**src/rtl/tx_pkg.sv**
```systemverilog
`timescale 1ns/1ps
package tx_pkg;
  typedef struct packed {
    logic auto_en;
    logic brk;
    logic crc_en;
    logic dtr;
    logic rts;
    logic tx_en;
  } tx_ctrl_t;

  typedef enum logic [1:0] {K_DATA, K_SYNC, K_CRC_HI, K_CRC_LO} char_kind_e;

  typedef enum logic [2:0] {SEL_IDLE, SEL_DATA, SEL_SYNC, SEL_CRC_HI, SEL_CRC_LO} char_sel_e;
endpackage

```
**src/rtl/tx_ctrl_regs.sv**
```systemverilog
`timescale 1ns/1ps
module tx_ctrl_regs
  import tx_pkg::*;
(
  input  logic     clk_i,
  input  logic     rst_ni,
  input  logic     ctrl_we_i,
  input  tx_ctrl_t ctrl_i,
  input  logic     abort_i,
  input  logic     clr_eom_i,
  input  logic     underrun_i,
  input  logic     mode_sync_i,
  input  logic     line_quiet_i,
  output tx_ctrl_t ctrl_o,
  output logic     eom_o,
  output logic     rts_no,
  output logic     dtr_no
);
  tx_ctrl_t ctrl_q;
  logic     eom_q;
  logic     hold_q;

  always_ff @(posedge clk_i or negedge rst_ni) begin
    if (!rst_ni) ctrl_q <= '0;
    else if (ctrl_we_i) ctrl_q <= ctrl_i;
  end

  // set dominates clear
  always_ff @(posedge clk_i or negedge rst_ni) begin
    if (!rst_ni) eom_q <= 1'b1;
    else if (!ctrl_q.tx_en || abort_i || underrun_i) eom_q <= 1'b1;
    else if (clr_eom_i) eom_q <= 1'b0;
  end

  // async-mode RTS keeps the pin asserted until the line drains
  always_ff @(posedge clk_i or negedge rst_ni) begin
    if (!rst_ni) hold_q <= 1'b0;
    else hold_q <= !mode_sync_i && (ctrl_q.rts || (hold_q && !line_quiet_i));
  end

  assign ctrl_o = ctrl_q;
  assign eom_o  = eom_q;
  assign rts_no = !(ctrl_q.rts || hold_q);
  assign dtr_no = !ctrl_q.dtr;

  a_r10_disable_sets_eom: assert property (@(posedge clk_i) disable iff (!rst_ni)
    !ctrl_q.tx_en |=> eom_q);
  a_r10_eom_clear_by_cmd: assert property (@(posedge clk_i) disable iff (!rst_ni)
    $fell(eom_q) |-> $past(clr_eom_i));
  a_r8_rts_held_until_quiet: assert property (@(posedge clk_i) disable iff (!rst_ni)
    (!mode_sync_i && !rts_no && !line_quiet_i) |=> !rts_no);
endmodule

```
**src/rtl/tx_crc16.sv**
```systemverilog
`timescale 1ns/1ps
module tx_crc16 #(
  parameter int unsigned DATA_W = 8,
  parameter int unsigned CRC_W  = 16,
  parameter logic [CRC_W-1:0] CRC_POLY = 16'h8005
) (
  input  logic              clk_i,
  input  logic              rst_ni,
  input  logic              acc_i,
  input  logic              clr_i,
  input  logic [DATA_W-1:0] data_i,
  output logic [CRC_W-1:0]  crc_o
);
  logic [CRC_W-1:0] crc_q, crc_nxt;

  // byte folded in LSB first, one step per bit
  always_comb begin
    logic fb;
    crc_nxt = crc_q;
    for (int i = 0; i < DATA_W; i++) begin
      fb      = crc_nxt[CRC_W-1] ^ data_i[i];
      crc_nxt = {crc_nxt[CRC_W-2:0], 1'b0} ^ (fb ? CRC_POLY : '0);
    end
  end

  always_ff @(posedge clk_i or negedge rst_ni) begin
    if (!rst_ni) crc_q <= '0;
    else if (clr_i) crc_q <= '0;
    else if (acc_i) crc_q <= crc_nxt;
  end

  assign crc_o = crc_q;

  a_r5_crc_holds_when_idle: assert property (@(posedge clk_i) disable iff (!rst_ni)
    (!acc_i && !clr_i) |=> $stable(crc_q));
  a_r6_crc_preset_on_underrun: assert property (@(posedge clk_i) disable iff (!rst_ni)
    clr_i |=> (crc_q == '0));
endmodule

```
**src/rtl/tx_shifter.sv**
```systemverilog
`timescale 1ns/1ps
module tx_shifter
  import tx_pkg::*;
#(
  parameter int unsigned DATA_W = 8,
  localparam int unsigned SH_W  = DATA_W + 2,
  localparam int unsigned CNT_W = $clog2(SH_W),
  localparam int unsigned CRC_W = 2 * DATA_W
) (
  input  logic              clk_i,
  input  logic              rst_ni,
  input  logic              bit_en_i,
  input  logic              mode_sync_i,
  input  logic              go_i,
  input  logic              tx_en_i,
  input  logic              brk_i,
  input  logic              crc_en_i,
  input  logic              eom_i,
  input  logic              buf_full_i,
  input  logic [DATA_W-1:0] buf_data_i,
  input  logic [DATA_W-1:0] sync_pat_i,
  input  logic [CRC_W-1:0]  crc_i,
  output logic              take_o,
  output logic              crc_acc_o,
  output logic              underrun_o,
  output logic              txd_o,
  output logic              idle_o
);
  logic              active_q;
  char_kind_e        kind_q;
  logic [SH_W-1:0]   sh_q;
  logic [CNT_W-1:0]  cnt_q;
  logic              last_data_q;
  logic [DATA_W-1:0] crc_lo_q;

  logic [CNT_W-1:0]  last_idx;
  logic              step, is_crc, abandon, boundary, fire, und_c;
  char_sel_e         sel;

  assign last_idx = mode_sync_i ? CNT_W'(DATA_W - 1) : CNT_W'(SH_W - 1);
  assign step     = bit_en_i && !brk_i;
  assign is_crc   = (kind_q == K_CRC_HI) || (kind_q == K_CRC_LO);
  assign abandon  = active_q && is_crc && !tx_en_i;
  assign boundary = !active_q || (cnt_q == last_idx);
  assign fire     = step && !abandon && boundary;

  always_comb begin
    und_c = 1'b0;
    if (!go_i)                                 sel = SEL_IDLE;
    else if (buf_full_i)                       sel = SEL_DATA;
    else if (!mode_sync_i)                     sel = SEL_IDLE;
    else if (active_q && kind_q == K_CRC_HI)   sel = SEL_CRC_LO;
    else if (active_q && last_data_q) begin
      und_c = 1'b1;
      sel   = (!eom_i && crc_en_i) ? SEL_CRC_HI : SEL_SYNC;
    end
    else                                       sel = SEL_SYNC;
  end

  assign take_o     = fire && (sel == SEL_DATA);
  assign crc_acc_o  = take_o && mode_sync_i && crc_en_i;
  assign underrun_o = fire && und_c;

  function automatic logic [SH_W-1:0] data_frame(input logic [DATA_W-1:0] d, input logic sync);
    return sync ? {2'b11, d} : {1'b1, d, 1'b0};
  endfunction

  always_ff @(posedge clk_i or negedge rst_ni) begin
    if (!rst_ni) begin
      active_q    <= 1'b0;
      kind_q      <= K_SYNC;
      sh_q        <= '1;
      cnt_q       <= '0;
      last_data_q <= 1'b0;
      crc_lo_q    <= '0;
    end else if (step) begin
      if (abandon) begin
        sh_q        <= {2'b11, sync_pat_i};
        kind_q      <= K_SYNC;
        cnt_q       <= '0;
        last_data_q <= 1'b0;
      end else if (!boundary) begin
        sh_q  <= {1'b1, sh_q[SH_W-1:1]};
        cnt_q <= cnt_q + CNT_W'(1);
      end else begin
        cnt_q <= '0;
        unique case (sel)
          SEL_DATA: begin
            sh_q        <= data_frame(buf_data_i, mode_sync_i);
            kind_q      <= K_DATA;
            active_q    <= 1'b1;
            last_data_q <= 1'b1;
          end
          SEL_SYNC: begin
            sh_q        <= {2'b11, sync_pat_i};
            kind_q      <= K_SYNC;
            active_q    <= 1'b1;
            last_data_q <= 1'b0;
          end
          SEL_CRC_HI: begin
            sh_q        <= {2'b11, crc_i[CRC_W-1:DATA_W]};
            crc_lo_q    <= crc_i[DATA_W-1:0];
            kind_q      <= K_CRC_HI;
            active_q    <= 1'b1;
            last_data_q <= 1'b0;
          end
          SEL_CRC_LO: begin
            sh_q        <= {2'b11, crc_lo_q};
            kind_q      <= K_CRC_LO;
            active_q    <= 1'b1;
            last_data_q <= 1'b0;
          end
          default: begin
            active_q    <= 1'b0;
            last_data_q <= 1'b0;
          end
        endcase
      end
    end
  end

  assign txd_o  = active_q ? sh_q[0] : 1'b1;
  assign idle_o = !active_q;

  a_r4_break_freezes_shifter: assert property (@(posedge clk_i) disable iff (!rst_ni)
    brk_i |=> ($stable(sh_q) && $stable(cnt_q) && $stable(active_q)));
  a_r9_no_check_when_disabled: assert property (@(posedge clk_i) disable iff (!rst_ni)
    (!tx_en_i && step) |=> !(active_q && is_crc));
  a_r2_count_in_frame: assert property (@(posedge clk_i) disable iff (!rst_ni)
    (active_q && !mode_sync_i && $stable(mode_sync_i)) |-> (cnt_q <= CNT_W'(SH_W - 1)));
endmodule

```
**src/rtl/tx_serial_ctrl.sv**
```systemverilog
`timescale 1ns/1ps
module tx_serial_ctrl
  import tx_pkg::*;
#(
  parameter int unsigned DATA_W = 8,
  localparam int unsigned CRC_W = 2 * DATA_W
) (
  input  logic              clk_i,
  input  logic              rst_ni,
  input  logic              bit_en_i,
  input  logic              mode_sync_i,
  input  logic              ctrl_we_i,
  input  logic [5:0]        ctrl_i,
  input  logic              abort_i,
  input  logic              clr_eom_i,
  input  logic              buf_we_i,
  input  logic [DATA_W-1:0] buf_data_i,
  input  logic [DATA_W-1:0] sync_pat_i,
  input  logic              cts_ni,
  output logic              txd_o,
  output logic              rts_no,
  output logic              dtr_no,
  output logic              buf_empty_o,
  output logic              eom_o
);
  tx_ctrl_t          ctrl;
  logic              eom;
  logic              buf_full_q;
  logic [DATA_W-1:0] buf_q;
  logic              take, crc_acc, underrun, line_bit, shift_idle, go;
  logic [CRC_W-1:0]  crc;

  assign go = ctrl.tx_en && (!ctrl.auto_en || !cts_ni) && !ctrl.brk;

  always_ff @(posedge clk_i or negedge rst_ni) begin
    if (!rst_ni) begin
      buf_full_q <= 1'b0;
      buf_q      <= '0;
    end else if (buf_we_i) begin
      buf_full_q <= 1'b1;
      buf_q      <= buf_data_i;
    end else if (take) begin
      buf_full_q <= 1'b0;
    end
  end

  tx_ctrl_regs u_regs (
    .clk_i        (clk_i),
    .rst_ni       (rst_ni),
    .ctrl_we_i    (ctrl_we_i),
    .ctrl_i       (tx_ctrl_t'(ctrl_i)),
    .abort_i      (abort_i),
    .clr_eom_i    (clr_eom_i),
    .underrun_i   (underrun),
    .mode_sync_i  (mode_sync_i),
    .line_quiet_i (shift_idle && !buf_full_q),
    .ctrl_o       (ctrl),
    .eom_o        (eom),
    .rts_no       (rts_no),
    .dtr_no       (dtr_no)
  );

  tx_crc16 #(.DATA_W(DATA_W), .CRC_W(CRC_W)) u_crc (
    .clk_i  (clk_i),
    .rst_ni (rst_ni),
    .acc_i  (crc_acc),
    .clr_i  (underrun),
    .data_i (buf_q),
    .crc_o  (crc)
  );

  tx_shifter #(.DATA_W(DATA_W)) u_shift (
    .clk_i       (clk_i),
    .rst_ni      (rst_ni),
    .bit_en_i    (bit_en_i),
    .mode_sync_i (mode_sync_i),
    .go_i        (go),
    .tx_en_i     (ctrl.tx_en),
    .brk_i       (ctrl.brk),
    .crc_en_i    (ctrl.crc_en),
    .eom_i       (eom),
    .buf_full_i  (buf_full_q),
    .buf_data_i  (buf_q),
    .sync_pat_i  (sync_pat_i),
    .crc_i       (crc),
    .take_o      (take),
    .crc_acc_o   (crc_acc),
    .underrun_o  (underrun),
    .txd_o       (line_bit),
    .idle_o      (shift_idle)
  );

  assign txd_o       = ctrl.brk ? 1'b0 : line_bit;
  assign buf_empty_o = !buf_full_q;
  assign eom_o       = eom;

  a_r3_cts_gates_take: assert property (@(posedge clk_i) disable iff (!rst_ni)
    (take && ctrl.auto_en) |-> !cts_ni);
  a_r11_take_empties_buffer: assert property (@(posedge clk_i) disable iff (!rst_ni)
    (take && !buf_we_i) |=> buf_empty_o);
  a_r11_write_fills_buffer: assert property (@(posedge clk_i) disable iff (!rst_ni)
    buf_we_i |=> !buf_empty_o);
  a_r11_no_crc_async: assert property (@(posedge clk_i) disable iff (!rst_ni)
    !mode_sync_i |-> !(crc_acc || underrun));
endmodule

```
**config.mk**
```make
export PLATFORM = sky130hd
export DESIGN_NAME = tx_serial_ctrl
export DESIGN_NICKNAME = d
export VERILOG_FILES = /design/src/rtl/tx_pkg.sv /design/src/rtl/tx_ctrl_regs.sv /design/src/rtl/tx_crc16.sv /design/src/rtl/tx_shifter.sv /design/src/rtl/tx_serial_ctrl.sv
export SDC_FILE = /design/constraint.sdc
export NUM_CORES = 1
export LEC_CHECK = 0
export BUFFER_PORTS_ARGS = -buffer_cell sky130_fd_sc_hd__buf_2
export CAP_MARGIN = 15
export CORE_AREA = 8 8 95 97
export CTS_CLUSTER_SIZE = 24
export DETAILED_ROUTE_END_ITERATION = 10
export DIE_AREA = 0 0 103 105
export PLACE_DENSITY = 0.68
export SETUP_SLACK_MARGIN = 0.02
export SYNTH_ARGS = -nofsm -noshare
export SYNTH_HDL_FRONTEND = slang
export SYNTH_SLANG_ARGS = --single-unit
```
**constraint.sdc**
```tcl
create_clock -name clk_i -period 4.41 [get_ports clk_i]
set_input_delay 0.882 -clock clk_i [delete_from_list [all_inputs] [get_ports clk_i]]
set_output_delay 0.882 -clock clk_i [all_outputs]
set_load 0.01 [all_outputs]
```
; Word-level counts from Yosys, hierarchy flattened
; Cells that the tools add are included.
[totals]
ff_bits = 59
inputBits = 31
[classes]
addsub = 1
eq_ne = 8
n_mux = 41
bitwise_logic = 17
n_reduce_logical = 47
[ops]
columns = operator, n
row1 = $mux W16, 10
row2 = $xor A16 B16 Y16, 8
row3 = $pmux W10 S4, 1
row4 = $mux W10, 2
row5 = $logic_and A1 B1 Y1, 17
row6 = $mux W1, 16
row7 = $mux W3, 5
row8 = $logic_not A1 Y1, 12
row9 = $mux W4, 3
row10 = $mux W9, 1
row11 = $pmux W2 S4, 1
row12 = $reduce_bool A2 Y1, 4
row13 = $xor A1 B1 Y1, 8
row14 = $logic_or A1 B1 Y1, 7
row15 = $eq A3 B2 Y1 const B, 2
row16 = $ne A6 B5 Y1 const B, 1
row17 = $reduce_and A3 Y1, 2
row18 = $reduce_bool A5 Y1, 1
row19 = $add A4 B1 Y4 const B, 1
row20 = $eq A2 B2 Y1 const B, 2
row21 = $eq A4 B4 Y1, 1
row22 = $mux W2, 2
row23 = $reduce_and A2 Y1, 2
row24 = $reduce_and A4 Y1, 1
row25 = other kinds (4), 4

; Logic depth before layout (Yosys ltp)
[logic_depth]
depth_word = 26
depth_mapped = 7

; By module
; A second synthesis with hierarchy kept.
[unflattened]
cells_unflattened = 320
area_unflattened_um2 = 3253.1
[modules_own_cells]
columns = module, n_inst, cells_per_inst, area_each_um2
row1 = tx_shifter, 1, 196, 1689.1
row2 = tx_crc16, 1, 75, 844.6
row3 = tx_serial_ctrl, 1, 24, 391.6
row4 = tx_ctrl_regs, 1, 25, 327.8

; Worst setup path before layout
; Ideal clock, no wire load.
[synth_timing]
path_kind = in2reg
start = in mode_sync_i
end = reg buf_full_q
setup_ns = 0.127
t_arrival_ns = 2.082
required_time_ns = 4.283
path_slack_ns = 2.201
cell_stages = 6
n_path_buf = 1
path_cell_list = nor4b_2 o21ai_1 o21ai_1 buf_2 a31oi_1 or2_2
[synth_via]
elab_chain_cells = 6
elab_cells_between_ends = 10
[synth_rtl]
columns = element, line
row1 = start: declaration, tx_serial_ctrl.sv:11  ; input logic mode_sync_i,
row2 = $mux W3 / $mux W4 (equally long branches), "tx_shifter.sv:51, tx_shifter.sv:40"
row3 = $mux W3 / $eq A4 B4 Y1 (equally long branches), "tx_shifter.sv:50, tx_shifter.sv:44"
row4 = $mux W3 / $logic_or A1 B1 Y1 (equally long branches), "tx_shifter.sv:49, tx_shifter.sv:44"
row5 = $eq A3 B1 Y1 / $logic_and A1 B1 Y1 (equally long branches), "tx_shifter.sv:60, tx_shifter.sv:45"
row6 = $logic_and A1 B1 Y1 (*), tx_shifter.sv:60  ; assign take_o = fire && (sel == SEL_DATA);
row7 = $reduce_bool A2 Y1 (no source line) (*), -
row8 = end signal: assignment, tx_serial_ctrl.sv:37  ; buf_full_q <= 1'b0;
row9 = end signal: assignment, tx_serial_ctrl.sv:40  ; buf_full_q <= 1'b1;
row10 = end signal: assignment, tx_serial_ctrl.sv:43  ; buf_full_q <= 1'b0;
row11 = end: declaration, tx_serial_ctrl.sv:28  ; logic buf_full_q;
; Every way passes the cells marked *; elsewhere a longest branch is shown, timed or not.
; A chain may end at the register's enable or synchronous reset.

; Final worst setup path
[layout_timing]
start = in mode_sync_i
end = reg u_shift.crc_lo_q[7]
[layout_via]
elab_chain_cells = 5
elab_cells_between_ends = 8
[layout_rtl]
columns = element, line
row1 = $mux W3, tx_shifter.sv:51  ; else if (!mode_sync_i) sel = SEL_IDLE;
row2 = $mux W3, tx_shifter.sv:50  ; else if (buf_full_i) sel = SEL_DATA;
row3 = $mux W3, tx_shifter.sv:49  ; if (!go_i) sel = SEL_IDLE;
row4 = $eq A3 B2 Y1, tx_shifter.sv:87  ; unique case (sel)
row5 = $reduce_and A4 Y1 (no source line) (*), -
row6 = end signal: assignment, tx_shifter.sv:102  ; crc_lo_q <= crc_i[DATA_W-1:0];
row7 = end: declaration, tx_shifter.sv:34  ; logic [DATA_W-1:0] crc_lo_q;
; Marked as above.

==> metrics <==
maximum vdd drop 0.2903 mV; crit-path most repeated cell o21ai_1; sequential share of the synthesized area 0.4506; cell row count 32; CTS tree built; Final Net Count 375; Reg-to-Reg Start u_shift.cnt_q[2]; I/O Pins 36; Die W 103 um; Critical Path AT 3460 ps; Endpoint, Worst Hold u_shift.crc_lo_q[7]; relative slew slack 0.3182; CTS clk-pin slew, worst paths 60 ps; total wire length after detailed routing 7633 um; first-pass GRT wire length 12810 um; hold path cells 1; ANT cells 0; antenna violations before repair 0; pre-CTS setup slack 873.3 ps; worst hold path type reg2reg; Max Freq 309.6 MHz; syn_area_per_cell 10.49 um2; CTS max path bufs 2; H-tree level count 3; layout cells sized above 1 0.2738; RSZ-0062 raised after global routing no; Power Total 0.001759 W; critical path class in2reg; Synth Register Bits 58; IO Port Bufs 35; final setup margin 1180 ps; WP data required 4640 ps; hold buffer count at CTS 0; routed vias 2485; final hold slack 508.7 ps; Async S/R FF share, synth 1.000; Worst Setup End Kind flop; cts bufs inserted 9; top cells by area, synth dfrtp_1 36%, mux2i_1 8.9%, dfstp_2 8.9%, mux2_2 7.6%, xnor2_1 3.8%; post-cts gate resize count 0; DR iter-0 viols 119; Area Overhead vs Synth 13.00%; PD cells 478.6 mW/mm2; Clock Latency Late Sink 350 ps; GRT Total Usage 0.1512; post-synth top area share 0.3617; FF-to-FF path depth 5; hpwl dp 5566 um; ys flop type dfrtp_1; Leak 1.715 nW; final setup TNS 0 ps; net count after synthesis 342; die area 0.01082 mm2; router iterations before antenna repair 4; crit path max fanout 15; Post-synth EDFFs 0; Synthesis Warnings 0; vias per cell 5.535; critical-path cell list buf_2, nor4b_2, o21ai_1, o21ai_1, nand4_2, mux2_2; post-synth top area cell dfrtp_1; Syn Inst Count 310; grt total ovfl 0; hold path startpoint u_shift.crc_lo_q[7]; final critical-path required period 3230 ps; Clock Skews 8.642 ps; number of max-cap violations 0; library cells used by synthesis 45; crit path launch type input port; postcts setup bufs 0; fillers 731; Mapped Area 0.003252 mm2; slowest CP cell o21ai_1; antenna-violating nets left 0; core area 0.007527 mm2; Remaining DRCs 0; Sink Count 58; reg2reg end u_shift.sh_q[8]; RePlAce Congestion 0.8503; vias in the first global route 2451; largest net degree at the start of global routing 59; die height 105 um; Worst path max stage delay 800 ps; per-cell routed wire length 17.00 um; final period utilization 0.7325; Least-Margin Pin Slew 1015 ps; status completed; starting density of the core 0.4320; placed cell count 434; Final Hold Violating Endpoints 0; Final setup viols 0; Slew Viols, Final 0; root buf cell clkbuf_8; reg2reg setup slack 1550 ps; Non-Filler Instances 449
routing by layer:
| metal | vias to the layer above | GRT usage | share of wire |
|---|---|---|---|
| li1 | 1177 | - | - |
| met1 | 1219 | 0.2097 | 0.48 |
| met2 | 73 | 0.2126 | 0.43 |
| met3 | 16 | 0.04645 | 0.073 |
| met4 | 0 | 0.05895 | 0.022 |
| met5 | - | 0 | 0 |
worst max-delay path by stage:
stage	start	to	slack, ps	cells after the start
CTS	mode_sync_i	u_shift.crc_lo_q[7]	1230	6
global route	mode_sync_i	u_shift.crc_lo_q[7]	870	6
floorplan	mode_sync_i	buf_full_q	2200	6
detailed placement	mode_sync_i	u_shift.crc_lo_q[4]	870	6
global placement	mode_sync_i	u_shift.crc_lo_q[4]	980	6
finish	mode_sync_i	u_shift.crc_lo_q[7]	1180	6
metrics by stage:
| stage | cell area, um2 | util |
|---|---|---|
| final | 3675 | 0.4882 |
| after global routing | 3675 | 0.4882 |
| after CTS | 3675 | 0.4882 |
| after detailed placement | 3505 | 0.4656 |
| after global placement | 3505 | 0.4656 |
| after floorplan | 3252 | - |
critical path, delay by kind of cell:
family                 cells  cell delay [ps]
AO/OA/AOI/OAI              2             1170
buffers and inverters      1              220
multiplexers               1              400
AND/OR/NAND/NOR            2              780
cell usage after synthesis (2+ instances only):
cell,number
a211oi_1,2
a21boi_0,7
a21o_1,2
a21oi_1,20
a31oi_1,11
and3_1,3
buf_1,2
buf_2,4
clkbuf_1,8
dfrtp_1,47
dfstp_2,11
inv_1,15
mux2_2,22
mux2i_1,29
nand2_1,31
nand2b_1,2
nand3_1,4
nand4_1,8
nand4b_1,2
nor2_1,13
nor2b_1,5
nor3_1,2
o211ai_1,7
o21ai_0,11
o21ai_1,3
o2bb2ai_1,4
xnor2_1,14
xnor2_2,2
xnor3_1,2
xor2_2,2
flip-flops by register name (all words and copies together), names as in the netlist:
name                 flops
buf_full_q               1
buf_q                    8
u_crc.crc_o             16
u_regs.ctrl_o            6
u_regs.eom_o             1
u_regs.hold_q            1
u_shift.active_q         1
u_shift.cnt_q            4
u_shift.crc_lo_q         8
u_shift.kind_q           2
u_shift.last_data_q      1
u_shift.sh_q             9
power breakdown:
group | internal (W) | leakage (nW) | switching, W
logic | 0.000275 | 0.907 | 0.000256
registers | 0.000673 | 0.716 | 0.000118
clock network | 0.000228 | 0.0920 | 0.000208
final cells by class:
class                      count  area (um2)  share of cell area
multi-input combinational    222        1665              0.4532
sequential                    58        1465              0.3987
timing repair buffer          37       190.2             0.05175
clock buffer                  12       155.1             0.04222
tap                          102       127.6             0.03473
inverter                      15       56.30             0.01532
clock inverter                 3       15.01            0.004086
cell families (layout without fill, tap and decap cells):
family	Yosys count	in the layout	share of synthesized area
AND/OR/NAND/NOR	78	78	0.1235
AO/OA/AOI/OAI	71	71	0.1400
flip-flops	58	58	0.4506
multiplexers	51	51	0.1654
buffers and inverters	30	67	0.03732
XOR/XNOR	21	21	0.07926
adder cells (fa/ha/maj)	1	1	0.003847
placed cells by master, fill, tap and decap left out, types with 2 or more instances in the layout:
cell type and instances:
dfstp_2 11, dfrtp_1 47, nand4_1 8, o211ai_1 7, mux2i_1 29, clkinv_2 3, buf_2 35, clkbuf_8 11
inv_1 15, buf_4 2, xnor2_2 2, a31oi_1 11, a21o_1 2, nor3_1 2, nand2b_1 2, a21boi_0 7
a211oi_1 2, xnor2_1 14, nand3_1 4, mux2_2 22, nor2_1 13, o2bb2ai_1 4, nand4b_1 2, o21ai_0 11
nor2b_1 5, o21ai_1 3, nand2_1 31, and3_1 3, a21oi_1 20, xnor3_1 2, xor2_2 2
Power figures use the tool's default switching activity.
